## config.mk

```make
export PLATFORM = sky130hd
export DESIGN_NAME = irq_route_regwin
export DESIGN_NICKNAME = d
export VERILOG_FILES = /design/src/rtl/irw_pkg.sv /design/src/rtl/irw_entry_store.sv /design/src/rtl/irw_read_mux.sv /design/src/rtl/irq_route_regwin.sv
export SDC_FILE = /design/constraint.sdc
export NUM_CORES = 2
export LEC_CHECK = 0
export ABC_CLOCK_PERIOD_IN_PS = 7300
export BUFFER_PORTS_ARGS = -buffer_cell sky130_fd_sc_hd__buf_2
export CAP_MARGIN = 30
export CORE_MARGIN = 3
export CORE_UTILIZATION = 55
export DETAILED_ROUTE_END_ITERATION = 6
export PLACE_DENSITY = 0.71
export SYNTH_ARGS = -nofsm -noshare
export SYNTH_HDL_FRONTEND = slang
export SYNTH_SLANG_ARGS = --single-unit
```

## constraint.sdc

```tcl
create_clock -name clk -period 7.3 [get_ports clk]
set_input_delay 1.46 -clock clk [delete_from_list [all_inputs] [get_ports clk]]
set_output_delay 1.46 -clock clk [all_outputs]
set_load 0.005 [all_outputs]
```

## src/rtl/irw_pkg.sv

```systemverilog
// Package: shared entry layout and select/offset codes for the interrupt
// routing register window. Assumes a 64-bit entry split into two 32-bit halves.
package irw_pkg;

    typedef struct packed {
        logic [7:0]  dest;
        logic [38:0] rsvd;
        logic        mask;
        logic        trig;     // 1 = level
        logic        rirr;
        logic        pol;
        logic        dstat;
        logic        dmode;
        logic [2:0]  dlvmode;
        logic [7:0]  vec;
    } entry_t;

    localparam entry_t ENT_RST   = entry_t'(64'h0000_0000_0001_0000);

    localparam logic [7:0] OFS_SEL = 8'h00;
    localparam logic [7:0] OFS_WIN = 8'h10;

    localparam logic [7:0] SEL_ID  = 8'h00;
    localparam logic [7:0] SEL_VER = 8'h01;
    localparam logic [7:0] SEL_ARB = 8'h02;
    localparam logic [7:0] SEL_ENT = 8'h10;

endpackage

```

## src/rtl/irw_entry_store.sv

```systemverilog
// Entry table: holds NUM_PINS redirection entries, merges 32-bit half writes
// while keeping the status bits, applies status updates from the delivery
// logic and registers the mask-change and service strobes.
// Assumes wr_vld is only raised for an in-range wr_idx.
module irw_entry_store
    import irw_pkg::*;
#(
    parameter int NUM_PINS = 24,
    parameter int IDX_W    = 5
) (
    input  logic                clk,
    input  logic                rst_n,
    input  logic                wr_vld,
    input  logic [IDX_W-1:0]    wr_idx,
    input  logic                wr_hi,
    input  logic [31:0]         wr_data,
    input  logic                st_vld,
    input  logic [IDX_W-1:0]    st_idx,
    input  logic                st_rirr,
    input  logic                st_dstat,
    input  logic [NUM_PINS-1:0] pend_q,
    output entry_t              tbl_q [NUM_PINS],
    output logic                mchg_vld,
    output logic [IDX_W-1:0]    mchg_pin,
    output logic                mchg_mask,
    output logic                svc_vld,
    output logic [IDX_W-1:0]    svc_pin
);

    entry_t old_e;
    entry_t mrg_e;

    // Build the merged entry for the half being written.
    always_comb begin
        old_e = tbl_q[wr_idx];
        mrg_e = old_e;
        if (wr_hi) mrg_e[63:32] = wr_data;
        else       mrg_e[31:0]  = wr_data;
        mrg_e.rirr  = old_e.rirr;
        mrg_e.dstat = old_e.dstat;
        if (!mrg_e.trig) mrg_e.rirr = 1'b0;
    end

    for (genvar gi = 0; gi < NUM_PINS; gi++) begin : g_ent
        logic wr_hit;
        logic st_hit;
        assign wr_hit = wr_vld && (wr_idx == IDX_W'(gi));
        assign st_hit = st_vld && (st_idx == IDX_W'(gi));

        // Update one entry: bus merge first, then status override.
        always_ff @(posedge clk) begin
            if (!rst_n) begin
                tbl_q[gi] <= ENT_RST;
            end else begin
                if (wr_hit) tbl_q[gi] <= mrg_e;
                if (st_hit) begin
                    tbl_q[gi].rirr  <= st_rirr;
                    tbl_q[gi].dstat <= st_dstat;
                end
            end
        end
    end

    // Register the strobes towards the delivery logic.
    always_ff @(posedge clk) begin
        if (!rst_n) begin
            mchg_vld  <= 1'b0;
            mchg_pin  <= '0;
            mchg_mask <= 1'b0;
            svc_vld   <= 1'b0;
            svc_pin   <= '0;
        end else begin
            mchg_vld  <= wr_vld && (mrg_e.mask != old_e.mask);
            mchg_pin  <= wr_idx;
            mchg_mask <= mrg_e.mask;
            svc_vld   <= wr_vld && mrg_e.trig && pend_q[wr_idx];
            svc_pin   <= wr_idx;
        end
    end

    AST_DSTAT_KEPT: assert property (@(posedge clk) disable iff (!rst_n)
        (wr_vld && !(st_vld && st_idx == wr_idx)) |=>
        (tbl_q[$past(wr_idx)].dstat == $past(tbl_q[wr_idx].dstat)));

    AST_EDGE_RIRR_CLR: assert property (@(posedge clk) disable iff (!rst_n)
        (wr_vld && !(st_vld && st_idx == wr_idx)) |=>
        (tbl_q[$past(wr_idx)].trig || !tbl_q[$past(wr_idx)].rirr));

    AST_MCHG_FROM_WR: assert property (@(posedge clk) disable iff (!rst_n)
        mchg_vld |-> ($past(wr_vld) && tbl_q[mchg_pin].mask == mchg_mask));

    AST_SVC_LEVEL: assert property (@(posedge clk) disable iff (!rst_n)
        svc_vld |-> ($past(wr_vld) && tbl_q[svc_pin].trig));

endmodule

```

## src/rtl/irw_read_mux.sv

```systemverilog
// Read path: selects the bus read word from the select register, the window
// targets (ID, version, arbitration, entry halves) or zero for unused offsets.
// Assumes ent_ok is true only when ent_idx names an existing entry.
module irw_read_mux
    import irw_pkg::*;
#(
    parameter int          NUM_PINS = 24,
    parameter int          IDX_W    = 5,
    parameter logic [7:0]  VER_ID   = 8'h11
) (
    input  logic [7:0]       addr,
    input  logic [7:0]       sel_q,
    input  logic [3:0]       id_q,
    input  logic             ent_ok,
    input  logic [IDX_W-1:0] ent_idx,
    input  entry_t           tbl_q [NUM_PINS],
    output logic [31:0]      rdata
);

    localparam logic [7:0] LAST_PIN = 8'(NUM_PINS - 1);

    logic [31:0] win_word;
    entry_t      rd_e;

    // Decode what the window shows for the current select value.
    always_comb begin
        rd_e = tbl_q[ent_idx];
        if (sel_q == SEL_VER)
            win_word = {8'h00, LAST_PIN, 8'h00, VER_ID};
        else if (sel_q == SEL_ID || sel_q == SEL_ARB)
            win_word = {4'h0, id_q, 24'h0};
        else if (ent_ok)
            win_word = sel_q[0] ? rd_e[63:32] : rd_e[31:0];
        else
            win_word = 32'hFFFF_FFFF;
    end

    // Pick the bus word by offset.
    always_comb begin
        case (addr)
            OFS_SEL: rdata = {24'h0, sel_q};
            OFS_WIN: rdata = win_word;
            default: rdata = 32'h0;
        endcase
    end

endmodule

```

## src/rtl/irq_route_regwin.sv

```systemverilog
// Top: indirect select/window register interface of an interrupt router.
// Holds the select register, the ID and the registered request bits, decodes
// bus writes and connects the entry store and the read path.
// Assumes single-cycle 32-bit bus accesses at offsets 0x00 and 0x10.
module irq_route_regwin
    import irw_pkg::*;
#(
    parameter int          NUM_PINS = 24,
    parameter logic [7:0]  VER_ID   = 8'h11,
    localparam int         IDX_W    = $clog2(NUM_PINS)
) (
    input  logic                clk,
    input  logic                rst_n,
    input  logic                bus_en,
    input  logic                bus_we,
    input  logic [7:0]          bus_addr,
    input  logic [31:0]         bus_wdata,
    output logic [31:0]         bus_rdata,
    input  logic [NUM_PINS-1:0] pend_i,
    input  logic                st_vld,
    input  logic [IDX_W-1:0]    st_pin,
    input  logic                st_rirr,
    input  logic                st_dstat,
    output logic                mchg_vld,
    output logic [IDX_W-1:0]    mchg_pin,
    output logic                mchg_mask,
    output logic                svc_vld,
    output logic [IDX_W-1:0]    svc_pin
);

    logic [7:0]          sel_q;
    logic [3:0]          id_q;
    logic [NUM_PINS-1:0] pend_q;
    entry_t              tbl_q [NUM_PINS];

    logic [7:0]  sel_off;
    logic [6:0]  ent_raw;
    logic        ent_ok;
    logic        wr_sel;
    logic        wr_win;
    logic        wr_id;
    logic        st_ok;

    // Entry index derived from the select value.
    always_comb begin
        sel_off = sel_q - SEL_ENT;
        ent_raw = sel_off[7:1];
        ent_ok  = (sel_q >= SEL_ENT) && (ent_raw < 7'(NUM_PINS));
    end

    // Bus write decode.
    always_comb begin
        wr_sel = bus_en && bus_we && (bus_addr == OFS_SEL);
        wr_win = bus_en && bus_we && (bus_addr == OFS_WIN);
        wr_id  = wr_win && (sel_q == SEL_ID);
        st_ok  = st_vld && (st_pin < IDX_W'(NUM_PINS));
    end

    // Select register, ID and request bits.
    always_ff @(posedge clk) begin
        if (!rst_n) begin
            sel_q  <= '0;
            id_q   <= '0;
            pend_q <= '0;
        end else begin
            if (wr_sel) sel_q <= bus_wdata[7:0];
            if (wr_id)  id_q  <= bus_wdata[27:24];
            pend_q <= pend_i;
        end
    end

    irw_entry_store #(
        .NUM_PINS (NUM_PINS),
        .IDX_W    (IDX_W)
    ) u_store (
        .clk       (clk),
        .rst_n     (rst_n),
        .wr_vld    (wr_win && ent_ok),
        .wr_idx    (ent_raw[IDX_W-1:0]),
        .wr_hi     (sel_q[0]),
        .wr_data   (bus_wdata),
        .st_vld    (st_ok),
        .st_idx    (st_pin),
        .st_rirr   (st_rirr),
        .st_dstat  (st_dstat),
        .pend_q    (pend_q),
        .tbl_q     (tbl_q),
        .mchg_vld  (mchg_vld),
        .mchg_pin  (mchg_pin),
        .mchg_mask (mchg_mask),
        .svc_vld   (svc_vld),
        .svc_pin   (svc_pin)
    );

    irw_read_mux #(
        .NUM_PINS (NUM_PINS),
        .IDX_W    (IDX_W),
        .VER_ID   (VER_ID)
    ) u_rd (
        .addr    (bus_addr),
        .sel_q   (sel_q),
        .id_q    (id_q),
        .ent_ok  (ent_ok),
        .ent_idx (ent_raw[IDX_W-1:0]),
        .tbl_q   (tbl_q),
        .rdata   (bus_rdata)
    );

    AST_SEL_RST: assert property (@(posedge clk)
        !rst_n |=> (sel_q == 8'h00 && id_q == 4'h0));

    AST_ID_HOLD: assert property (@(posedge clk) disable iff (!rst_n)
        !(bus_en && bus_we && bus_addr == OFS_WIN && sel_q == SEL_ID)
        |=> $stable(id_q));

    AST_SEL_HOLD: assert property (@(posedge clk) disable iff (!rst_n)
        !(bus_en && bus_we && bus_addr == OFS_SEL) |=> $stable(sel_q));

endmodule

```

==> run_results.csv <==
group,metric,value,unit
logic_synthesis,ys_async_sr_fraction,0,%
setup_path,crit_family,"buffers and inverters",
floorplan,die-area,125000,µm²
power,switching_share,21.9,%
route,vias,59700,
floorplan,ios,121,
logic_synthesis,synth_top_cells_by_count,"1,580 x dfxtp_1, 1,457 x o21ai_0, 1,435 x a21oi_1, 480 x clkbuf_1, 321 x mux4_2",
sta,fin_crit,6.49,ns
setup_path,critPathCaptureType,"output port",
floorplan,start_util,55.8,%
clock_network,cts_tree,"built",
clock_network,postCtsSetupRepairBufs,0,
sta,setup_viol,0,
clock_network,ctsHoldBuffers,0,
sta,slew_headroom,19.4,%
clock_network,cts_sinks,1580,
power,clkPwrFrac,47.9,%
logic_synthesis,synthFlopType,"dfxtp_1",
outcome,status,"finished, violations left",
floorplan,die_width,353,µm
sta,rsz0062_at_grt,"no",
power,p_int,13.4,mW
logic_synthesis,synth_top_area_cell,"dfxtp_1",
place,portBuffers,120,
sta,fin_skew,0.0285,ns
logic_synthesis,synth_edf_count,0,
clock_network,clk_pin_slew,0.06,ns
sta,worst_hold_slack,0.455,ns
power,worst_ir_drop_vdd,0.262,mV
clock_network,cts_made_buffers,157,
layout,nFillCells,9663,
power,pwr-share-comb,1.9,%
setup_path,crit_cells,10,
layout,drive_gt1_share,17.1,%
setup_path,path_buf_inv,4,
outcome,violations,"design-rule violations",
layout,register_area,31600,µm²
global_routing,grt_pass1_vias,56600,
sta,tightestPinTransition,1.21,ns
setup_path,crit_path_cell_trace,"buf_4 -> nand3_1 -> buf_4 -> o221ai_1 -> a221oi_1 -> nor2_1 -> o21ai_0 -> buf_4 -> a221oi_1 -> buf_2",
layout,final_nets,6656,
power,p_leak,25.7,nW
setup_path,slowest_delay,1.01,ns
global_routing,overflow,0,
clock_network,cts_resized,0,
clock_network,h-tree-depth,4,
route,routed_wl,245,mm
logic_synthesis,synth_area,66300,µm²
logic_synthesis,synth-seq-cells,1580,
global_routing,antenna_found_initial,8,
setup_path,cp_max_fo,38,
floorplan,die_y,353,µm
sta,fin_crit_sh,88.9,%
place,place_congestion,0.934,
setup_path,cp.required,5.84,ns
setup_path,path_common_cell,"buf_4",
min_path,hold_path.class,"register to register",
global_routing,grt_pass1_wl,361,mm
clock_network,root_buffer,"clkbuf_16",
route,highest_layer,"met4",
sta,fin_setup_tns,0,ns
route,wire_per_inst,29.5,µm
logic_synthesis,synth.most_common_cell,"dfxtp_1",
place,hpwlAfterDp,134,mm
logic_synthesis,synthTopCellsByArea,"dfxtp_1 48%, o21ai_0 11%, mux4_2 11%",
run,maxCapViolCount,0,
route,drt-met1-wl,89.8,mm
clock_network,cts.path.max_buffers,3,
sta,hold_violations,0,
setup_path,crit_path_start_kind,"register",
route,met2WireLength,103,mm
logic_synthesis,synth_cell_types,71,
route,detailroute.wirelength.met3,37.4,mm
logic_synthesis,yosysSeqAreaShare,47.7,%
power,power_frac_seq,50.2,%
power,power_density,235,nW/µm²
logic_synthesis,yosysWarningCount,0,
setup_path,path_class,"register to output port",
layout,multi_input_area,31300,µm²
route,vias_per_cell,7.18,
setup_path,cp_slowest_cell,"a221oi_1",
layout,syn_to_final_growth,10.6,%
logic_synthesis,netlist.area_leader.share,47.7,%
route,postRouteAntennaNets,0,
setup_path,reg2reg_depth,13,
logic_synthesis,syn-num-nets,6964,
power,p_switching,3.77,mW
sta,timing.fmax,154,MHz
logic_synthesis,syn_inst,6886,
route,dr.first_iter.drc_count,10700,
floorplan,coreArea,119000,µm²
sta,final-max-slew-violation-count,0,
floorplan,rows,126,
global_routing,grt_max_degree,295,
setup_path,worstPathArrival,5.03,ns
clock_network,clk_latency,0.78,ns
route,dr.pass1.iters,7,
global_routing,gr-usage-all-layers,37.7,%
min_path,hold_depth,2,
route,drc_errors,4,
logic_synthesis,avgSynthCellArea,9.62,µm²
worst register-to-register path: cells and delay by family, from the launching register on:
| family | cells | cell delay, ns |
|---|---|---|
| AO/OA/AOI/OAI | 2 | 0.51 |
| adder cells (fa/ha/maj) | 1 | 0.36 |
| buffers and inverters | 5 | 1.49 |
| flip-flops | 1 | 0.65 |
| multiplexers | 1 | 0.16 |
| AND/OR/NAND/NOR | 4 | 1.54 |
cell type report:
type	instances	share of cell area [%]
multi-input combinational	4474	42.7
clock buffer	226	6.23
clock inverter	56	0.888
sequential	1580	43.2
tap	1600	2.73
timing repair buffer	357	4.21
antenna	11	0.0376
inverter	8	0.0478
logic make-up after synthesis:
group | Yosys count | share of synthesized area [%]
AO/OA/AOI/OAI | 3293 | 26.4
XOR/XNOR | 1 | 0.0132
adder cells (fa/ha/maj) | 2 | 0.0378
buffers and inverters | 832 | 5.72
flip-flops | 1580 | 47.7
multiplexers | 613 | 15.5
AND/OR/NAND/NOR | 565 | 4.54
power groups by stage:
stage | clock network (mW) | logic, mW | registers, mW
finish | 8.24 | 0.323 | 8.63
global route | 8.60 | 0.338 | 8.63
CTS | 8.23 | 0.308 | 8.63
detailed placement | 0 | 0.307 | 8.82
global placement | 0 | 0.296 | 8.82
floorplan | 0 | 0.203 | 8.83
path summary, 6_finish.rpt:
check | slack (ns) | start | to
worst min-delay path | 0.45 | u_store.tbl_q[460]$_SDFFE_PN0P_ | u_store.tbl_q[460]$_SDFFE_PN0P_
worst max-delay path | 0.81 | sel_q[1]$_SDFFE_PN0P_ | bus_rdata[31]
worst max register to register | 2.52 | sel_q[4]$_SDFFE_PN0P_ | u_store.tbl_q[1069]$_SDFFE_PN0P_
worst min register to register | 0.45 | u_store.tbl_q[460]$_SDFFE_PN0P_ | u_store.tbl_q[460]$_SDFFE_PN0P_
flip-flops by register name, indices dropped and copies added (netlist names):
register,cells
u_store.svc_vld,1
u_store.mchg_mask,1
u_store.mchg_pin,5
id_q,4
pend_q,24
u_store.mchg_vld,1
sel_q,8
u_store.tbl_q,1536
per-layer routing:
layer | track usage, % | vias to the layer above
met5 | 0 | -
met4 | 21.2 | 0
met3 | 12.4 | 1045
met2 | 54.4 | 4928
met1 | 49.8 | 28800
li1 | - | 24900
layout by cell type, fill, tap and decap left out, drive strengths merged, types with 64 or more instances in the layout:
cell    count
nand2     149
buf       354
nor3       66
a31oi     119
dfxtp    1580
a211oi     99
o21ai    1457
nor2      157
a221oi     64
mux4      321
a21oi    1437
clkbuf    228
mux2i     188
mux2      104
metrics by stage:
stage / total power [mW] / instances / instance area [µm²] / utilization [%] / setup slack, ns
after detailed placement: 9.13 / 8015 / 68000 / 57.2 / 1.24
after CTS: 17.2 / 8297 / 73200 / 61.6 / 1.04
after global placement: 9.12 / 7970 / 67200 / 56.6 / 0.926
final: 17.2 / 8312 / 73300 / 61.6 / 0.813
after global routing: 17.6 / 8306 / 73300 / 61.6 / 0.777
after floorplan: 9.03 / 6886 / 66300 / - / 2.33
Note: power is estimated with default switching activity, not from simulation.
